## src/rtl/gpio_bank_pkg.sv

```systemverilog
// Package: shared address width and register offsets of the pin bank.
package gpio_bank_pkg;
    localparam int ADDR_W = 2;

    typedef enum logic [ADDR_W-1:0] {
        OFF_DIR  = 2'd0,
        OFF_LVL  = 2'd1,
        OFF_SMP  = 2'd2,
        OFF_NONE = 2'd3
    } reg_off_e;
endpackage

```

## src/rtl/gpio_sync.sv

```systemverilog
// Module: gpio_sync
// Purpose: a synchronizer chain of STAGES flops for each pin.
// Assumes: the pin levels are asynchronous to clk, and each pin is
// sampled on its own (no bus coherency across pins).
module gpio_sync #(
    parameter int NPINS  = 8,
    parameter int STAGES = 2
) (
    input  logic             clk,
    input  logic             rst_n,
    input  logic [NPINS-1:0] raw,
    output logic [NPINS-1:0] synced
);
    localparam int LAST = STAGES - 1;

    logic [STAGES-1:0][NPINS-1:0] stg;

    for (genvar s = 0; s < STAGES; s++) begin : g_stage
        // Shift the pin levels one stage down the chain on each edge.
        always_ff @(posedge clk) begin
            if (!rst_n)
                stg[s] <= '0;
            else if (s == 0)
                stg[s] <= raw;
            else
                stg[s] <= stg[(s == 0) ? 0 : s-1];
        end
    end

    assign synced = stg[LAST];
endmodule

```

## src/rtl/gpio_regs.sv

```systemverilog
// Module: gpio_regs
// Purpose: holds the direction and level registers and decodes writes
// and reads. Offset 2 returns the synchronized pin sample; offset 3
// reads as zero. Writes at offsets 2 and 3 are dropped.
// Assumes: single-cycle write strobe, combinational read path.
module gpio_regs
    import gpio_bank_pkg::*;
#(
    parameter int               NPINS   = 8,
    parameter logic [NPINS-1:0] LVL_RST = 8'h08
) (
    input  logic              clk,
    input  logic              rst_n,
    input  logic [ADDR_W-1:0] addr,
    input  logic              wr,
    input  logic [NPINS-1:0]  wdata,
    input  logic [NPINS-1:0]  sample,
    output logic [NPINS-1:0]  dir_q,
    output logic [NPINS-1:0]  lvl_q,
    output logic [NPINS-1:0]  rdata
);
    reg_off_e off;
    assign off = reg_off_e'(addr);

    // Direction register: cleared on reset, loaded on a write at offset 0.
    always_ff @(posedge clk) begin
        if (!rst_n)
            dir_q <= '0;
        else if (wr && off == OFF_DIR)
            dir_q <= wdata;
    end

    // Level register: reset to LVL_RST, loaded on a write at offset 1.
    always_ff @(posedge clk) begin
        if (!rst_n)
            lvl_q <= LVL_RST;
        else if (wr && off == OFF_LVL)
            lvl_q <= wdata;
    end

    // Read mux for the current offset.
    always_comb begin
        unique case (off)
            OFF_DIR: rdata = dir_q;
            OFF_LVL: rdata = lvl_q;
            OFF_SMP: rdata = sample;
            default: rdata = '0;
        endcase
    end
endmodule

```

## src/rtl/gpio_padmux.sv

```systemverilog
// Module: gpio_padmux
// Purpose: turns each pin's direction/level pair, or its alternate
// function, into the three pad controls.
// Assumes: the pull-up must never be on while the pin is driven.
module gpio_padmux #(
    parameter int NPINS = 8
) (
    input  logic [NPINS-1:0] dir_q,
    input  logic [NPINS-1:0] lvl_q,
    input  logic [NPINS-1:0] alt_en,
    input  logic [NPINS-1:0] alt_out,
    input  logic [NPINS-1:0] alt_oe,
    output logic [NPINS-1:0] pad_out,
    output logic [NPINS-1:0] pad_oe,
    output logic [NPINS-1:0] pad_pu
);
    for (genvar i = 0; i < NPINS; i++) begin : g_pin
        // Pad controls for one pin.
        always_comb begin
            if (alt_en[i]) begin
                pad_oe[i]  = alt_oe[i];
                pad_out[i] = alt_out[i];
            end else begin
                pad_oe[i]  = dir_q[i];
                pad_out[i] = lvl_q[i];
            end
            pad_pu[i] = lvl_q[i] & ~dir_q[i] & ~pad_oe[i];
        end
    end
endmodule

```

## src/rtl/gpio_bank.sv

```systemverilog
// Module: gpio_bank (top)
// Purpose: a bank of NPINS bidirectional pins with a direction register,
// a dual-role level register and a synchronized sample register.
// Assumes: synchronous active-low reset; the pads resolve the
// out/oe/pu controls.
module gpio_bank
    import gpio_bank_pkg::*;
#(
    parameter int               NPINS     = 8,
    parameter int               SYNC_STGS = 2,
    parameter logic [NPINS-1:0] LVL_RST   = 8'h08
) (
    input  logic              clk,
    input  logic              rst_n,
    input  logic [ADDR_W-1:0] bus_addr,
    input  logic              bus_wr,
    input  logic [NPINS-1:0]  bus_wdata,
    output logic [NPINS-1:0]  bus_rdata,
    input  logic [NPINS-1:0]  pin_in,
    input  logic [NPINS-1:0]  alt_en,
    input  logic [NPINS-1:0]  alt_out,
    input  logic [NPINS-1:0]  alt_oe,
    output logic [NPINS-1:0]  pad_out,
    output logic [NPINS-1:0]  pad_oe,
    output logic [NPINS-1:0]  pad_pu
);
    logic [NPINS-1:0] dir_q;
    logic [NPINS-1:0] lvl_q;
    logic [NPINS-1:0] smp_q;

    gpio_sync #(.NPINS(NPINS), .STAGES(SYNC_STGS)) u_sync (
        .clk    (clk),
        .rst_n  (rst_n),
        .raw    (pin_in),
        .synced (smp_q)
    );

    gpio_regs #(.NPINS(NPINS), .LVL_RST(LVL_RST)) u_regs (
        .clk    (clk),
        .rst_n  (rst_n),
        .addr   (bus_addr),
        .wr     (bus_wr),
        .wdata  (bus_wdata),
        .sample (smp_q),
        .dir_q  (dir_q),
        .lvl_q  (lvl_q),
        .rdata  (bus_rdata)
    );

    gpio_padmux #(.NPINS(NPINS)) u_pad (
        .dir_q   (dir_q),
        .lvl_q   (lvl_q),
        .alt_en  (alt_en),
        .alt_out (alt_out),
        .alt_oe  (alt_oe),
        .pad_out (pad_out),
        .pad_oe  (pad_oe),
        .pad_pu  (pad_pu)
    );
endmodule

```

## config.mk

```make
export PLATFORM = sky130hd
export DESIGN_NAME = gpio_bank
export DESIGN_NICKNAME = d
export VERILOG_FILES = /design/src/rtl/gpio_bank_pkg.sv /design/src/rtl/gpio_sync.sv /design/src/rtl/gpio_regs.sv /design/src/rtl/gpio_padmux.sv /design/src/rtl/gpio_bank.sv
export SDC_FILE = /design/constraint.sdc
export NUM_CORES = 1
export LEC_CHECK = 0
export ABC_CLOCK_PERIOD_IN_PS = 1100
export BUFFER_PORTS_ARGS = -buffer_cell sky130_fd_sc_hd__buf_2
export CORE_MARGIN = 3
export CORE_UTILIZATION = 40
export CTS_CLUSTER_SIZE = 16
export DETAILED_ROUTE_END_ITERATION = 6
export GPL_TIMING_DRIVEN = 0
export MAX_ROUTING_LAYER = met4
export PLACE_DENSITY = 0.72
export SLEW_MARGIN = 30
export SYNTH_ARGS = -nofsm -noshare
export SYNTH_HDL_FRONTEND = slang
export SYNTH_SLANG_ARGS = --single-unit
```

## constraint.sdc

```tcl
create_clock -name clk -period 1.1 [get_ports clk]
set_input_delay 0 -clock clk [delete_from_list [all_inputs] [get_ports clk]]
set_output_delay 0 -clock clk [all_outputs]
set_load 0.02 [all_outputs]
```

# Word level (Yosys, flattened, before mapping)
# Index checks and enable logic that the tools add are counted.
op_classes:
  add_sub_neg: 0
  n_mul: 0
  n_div: 0
  n_lt_le_gt_ge: 0
  eq_ne: 2
  shift: 0
  n_mux: 17
  n_bitwise: 32
  n_reduce_logical: 3
ops:
  columns: ["op", "count"]
  rows:
  - ["8-bit one-hot mux with 3 select lines", 1]
  - ["1-bit AND", 16]
  - ["1-bit 2-to-1 mux", 16]
  - ["1-bit inverter", 16]
  - ["2-bit by 1-bit == test with 1-bit output, second input constant", 1]
  - ["2-bit == test, second input constant", 1]
  - ["1-bit logical AND", 2]
  - ["2-bit zero test", 1]
word_totals:
  register_bits: 32
  latch_bits: 0
  mem_bits_rw: 0
  mem_bits_ro: 0
  in_bits: 45
  output_inout_bits: 32
  word_cells: 58
  mem_count: 0

# Depth between registers and ports, before layout
logic_depth:
  depth_word: 3
  ltp_mapped: 4
  depth_no_buf: 2

# Hierarchy
# Synthesis repeated with hierarchy kept, for this count alone.
unflattened:
  cells_unflattened: 164
  area_unflattened_um2: 1594.0
by_module_without_submodules:
  columns: ["module", "n_inst", "cells_each", "area_each_um2", "seq_area_each_um2"]
  rows:
  - ["gpio_regs", 1, 83, 817.0, 320.3]
  - ["gpio_sync", 1, 41, 506.7, 320.3]
  - ["gpio_padmux", 1, 40, 270.3, 0.0]

# Worst setup path after synthesis
# No wires, ideal clock.
synth_timing:
  path_type: "register to output"
  from: "reg u_regs.dir_q[0]"
  to: "out pad_oe[0]"
  t_arrival_ns: 0.856
  required_ns: 1.100
  setup_slack_ns: 0.244
  stages_incl_launch_ff: 3
  path_buffers: 0
  cell_sequence: "dfxtp_1 inv_1 o21ai_0"
synth_between:
  elab_chain_cells: 1
synth_lines:
  columns: ["element", "line", "rtl"]
  rows:
  - ["start, declared", "gpio_regs.sv:18", "output logic [NPINS-1:0] dir_q,"]
  - ["start signal, assigned", "gpio_regs.sv:30", "dir_q <= wdata;"]
  - ["1-bit 2-to-1 mux", "gpio_padmux.sv:20", "if (alt_en[i]) begin"]
  - ["end, declared", "gpio_bank.sv:24", "output logic [NPINS-1:0] pad_oe,"]
# No other way between the ends.

# Worst setup path after layout
layout_timing:
  from: "reg u_regs.lvl_q[5]"
  to: "out bus_rdata[5]"
layout_between:
  elab_chain_cells: 1
layout_lines:
  columns: ["element", "line", "rtl"]
  rows:
  - ["start, declared", "gpio_regs.sv:19", "output logic [NPINS-1:0] lvl_q,"]
  - ["start signal, assigned", "gpio_regs.sv:38", "lvl_q <= wdata;"]
  - ["8-bit one-hot mux with 3 select lines", "gpio_regs.sv:43", "unique case (off)"]
  - ["end, declared", "gpio_bank.sv:18", "output logic [NPINS-1:0] bus_rdata,"]
# No other way between the ends.

==> impl_metrics.env <==
export IMPL_fin_crit_ns=1.10
export IMPL_ys_seq_area_frac=0.434
export IMPL_cts_htree_levels=2
export IMPL_synth_area_per_cell_um2=9.41
export IMPL_ys_flop_type="dfxtp_1"
export IMPL_criticalPathCategory="reg2out"
export IMPL_grt_total_usage=0.178
export IMPL_vias_per_cell=4.56
export IMPL_skew_ns=0.000350
export IMPL_p_sw_mw=0.687
export IMPL_async_flop_share=0
export IMPL_cts_sinks=32
export IMPL_drc=0
export IMPL_finalWorstSetupSlack_ns=-0.000292
export IMPL_syn_to_final_growth_pct=50.9
export IMPL_stdcell_area_um2=2230
export IMPL_core_um2=3440
export IMPL_nFillCells=289
export IMPL_drv_slew=0
export IMPL_rsz0062_at_grt="true"
export IMPL_first_global_vias=1322
export IMPL_pwr_share_comb=0.172
export IMPL_overflow=0
export IMPL_synth_area_um2=1480
export IMPL_worst_r2r_cell_count=1
export IMPL_antenna_found_initial=0
export IMPL_power_share_sequential=0.439
export IMPL_wl_per_cell_um=12.1
export IMPL_place_hpwl_um=2480
export IMPL_tightest_slew_ns=0.503
export IMPL_yosysUniqueCellTypes=19
export IMPL_holdWs_ns=0.0765
export IMPL_die_width_um=66.8
export IMPL_start_kind="flip-flop"
export IMPL_critPathArrivalTime_ns=1.10
export IMPL_vias=1377
export IMPL_vdd_drop_max_uv=757
export IMPL_synth_top_family_by_area="multiplexers"
export IMPL_die_area_um2=4460
export IMPL_max_cap_violations=0
export IMPL_synth_xor_xnor_area_share=0
export IMPL_synthCells=157
export IMPL_post_cts_setup_buffer_count=0
export IMPL_netlist_top_cells_count="dfxtp_1 (32), nand2_1 (31), mux2i_1 (23), and2_1 (16), inv_1 (9)"
export IMPL_cts_buffers=5
export IMPL_final_antenna_net_count=0
export IMPL_yosys_top_cells_area="dfxtp_1 (43%), mux2i_1 (16%), nand2_1 (7.9%)"
export IMPL_max_freq_ghz=0.909
export IMPL_drt_wl_total_um=3660
export IMPL_grt_max_degree=11
export IMPL_synthAdderAreaFrac=0
export IMPL_synth_mux_area_frac=0.217
export IMPL_start_util=0.429
export IMPL_yosysTopAreaCell="dfxtp_1"
export IMPL_gp_congestion=0.743
export IMPL_placed_cell_area_um2=1910
export IMPL_firstDrtPassIters=4
export IMPL_status="finished, violations left"
export IMPL_setup_viol=1
export IMPL_synth_edf_count=0
export IMPL_ff2ff_setup_slack_ns=0.42
export IMPL_hold_depth=2
export IMPL_synth_simple_area_share=0.205
export IMPL_drive_gt1_frac=0.441
export IMPL_grt_pass1_wl_um=5680
export IMPL_clock_latency_ns=0.29
export IMPL_power_density_nw_per_um2=1260
export IMPL_clockPowerShare=0.388
export IMPL_num_rows=21
export IMPL_p_leak_nw=1.10
export IMPL_setup_tns_ns=-0.000292
export IMPL_max_slew_margin=0.665
export IMPL_yosys_cell_count_top_type="dfxtp_1"
export IMPL_cp_required_ns=1.10
export IMPL_worstSetupEndpointType="primary output"
export IMPL_final_hold_violation_count=0
export IMPL_synthesis_nets=202
export IMPL_fin_crit_sh=1.00
export IMPL_violations="setup timing"
export IMPL_hold_path_class="in2reg"
export IMPL_p_int_mw=2.12
export IMPL_ios=77
export IMPL_synth_compound_area_frac=0.0804
export IMPL_diodes=0
export IMPL_critPathMaxFanout=4
export IMPL_sw_frac_of_total=0.244
export IMPL_dieHeight_um=66.8
export IMPL_root_buffer="clkbuf_8"
export IMPL_synth_warnings=0
export IMPL_final_nets=300
export IMPL_ys_ff_latch=32
export IMPL_clockBufferDepth=2
export IMPL_numPortBuffers=75
export IMPL_drtIter0Drc=57
export IMPL_cts_tree="yes"
export IMPL_synth_top_area_frac=0.434
export IMPL_clkTransAtPathRegs_ns=0.06
metrics by stage:
stage          instances  setup slack [ns]  power (mW)   util
2_1_floorplan        157             0.244        1.51      -
6_report             302         -0.000292        2.81  0.648
3_3_place_gp         278             0.198        1.68  0.555
5_1_grt              302           -0.0356        2.93  0.648
4_1_cts              302           0.00922        2.81  0.635
3_5_place_dp         278             0.195        1.68  0.555
kinds of logic after synthesis:
kind of cell           after synthesis
AO/OA/AOI/OAI                       17
multiplexers                        31
AND/OR/NAND/NOR                     59
buffers and inverters               18
flip-flops                          32
sequential cells by signal (all words and copies together) (netlist names):
signal and cells:
u_regs.dir_q 8, u_regs.lvl_q 8, u_sync.stg 8, u_sync.synced 8
path summary, 6_finish.rpt:
path / endpoint / from
worst max register to register: u_regs.lvl_q[3] / u_regs.lvl_q[3]
worst min register to register: u_sync.synced[2] / u_sync.stg[2]
worst min-delay path: u_sync.synced[3] / rst_n
worst max-delay path: bus_rdata[5] / u_regs.lvl_q[5]
power by group through the flow:
| stage | Sequential, mW | Combinational (mW) | Clock, mW |
|---|---|---|---|
| floorplan | 1.25 | 0.260 | 0 |
| CTS | 1.23 | 0.476 | 1.11 |
| global route | 1.24 | 0.527 | 1.17 |
| detailed placement | 1.26 | 0.428 | 0 |
| finish | 1.23 | 0.484 | 1.09 |
| global placement | 1.26 | 0.423 | 0 |
cell usage in the layout, fill, tap and decap left out, drive strengths merged:
cell and instances:
and4b 1, a211o 1, dfxtp 32, nor3b 1
clkbuf 9, buf 81, inv 9, nand2 31
o21ai 8, bufinv 1, mux2 8, nor2b 1
dlygate4sd3 16, and3 8, clkinv 1, and2 16
o2bb2ai 8, nand3b 1, mux2i 23
critical path, cell delays in order (launching register included):
cell and delay (ns):
dfxtp_4 0.35, mux2i_2 0.19, o2bb2ai_1 0.11, buf_4 0.17
routing by layer:
metal,global-route usage,vias to the layer above,part of all wire
met1,0.195,584,0.42
met4,0.0838,0,0.031
met2,0.303,56,0.47
met5,-,-,0
met3,0.0422,11,0.071
li1,-,726,-
layout make-up:
type	instances	area, um^2	area share
sequential	32	662	0.297
clock buffer	6	72.6	0.0325
multi-input combinational	107	752	0.337
buffer	9	61.3	0.0275
timing repair buffer	91	556	0.249
inverter	9	33.8	0.0152
tap	46	57.6	0.0258
clock inverter	2	35.0	0.0157
timing repair:
item / 4_1_cts / 5_1_grt
resized for setup: 5 / 22
hold buffers: 16 / 0
endpoints found under the setup margin: 3 / 12
hold endpoints to repair: 23 / 0
pin swaps: 1 / 1
(Power assumes the default switching activity.)
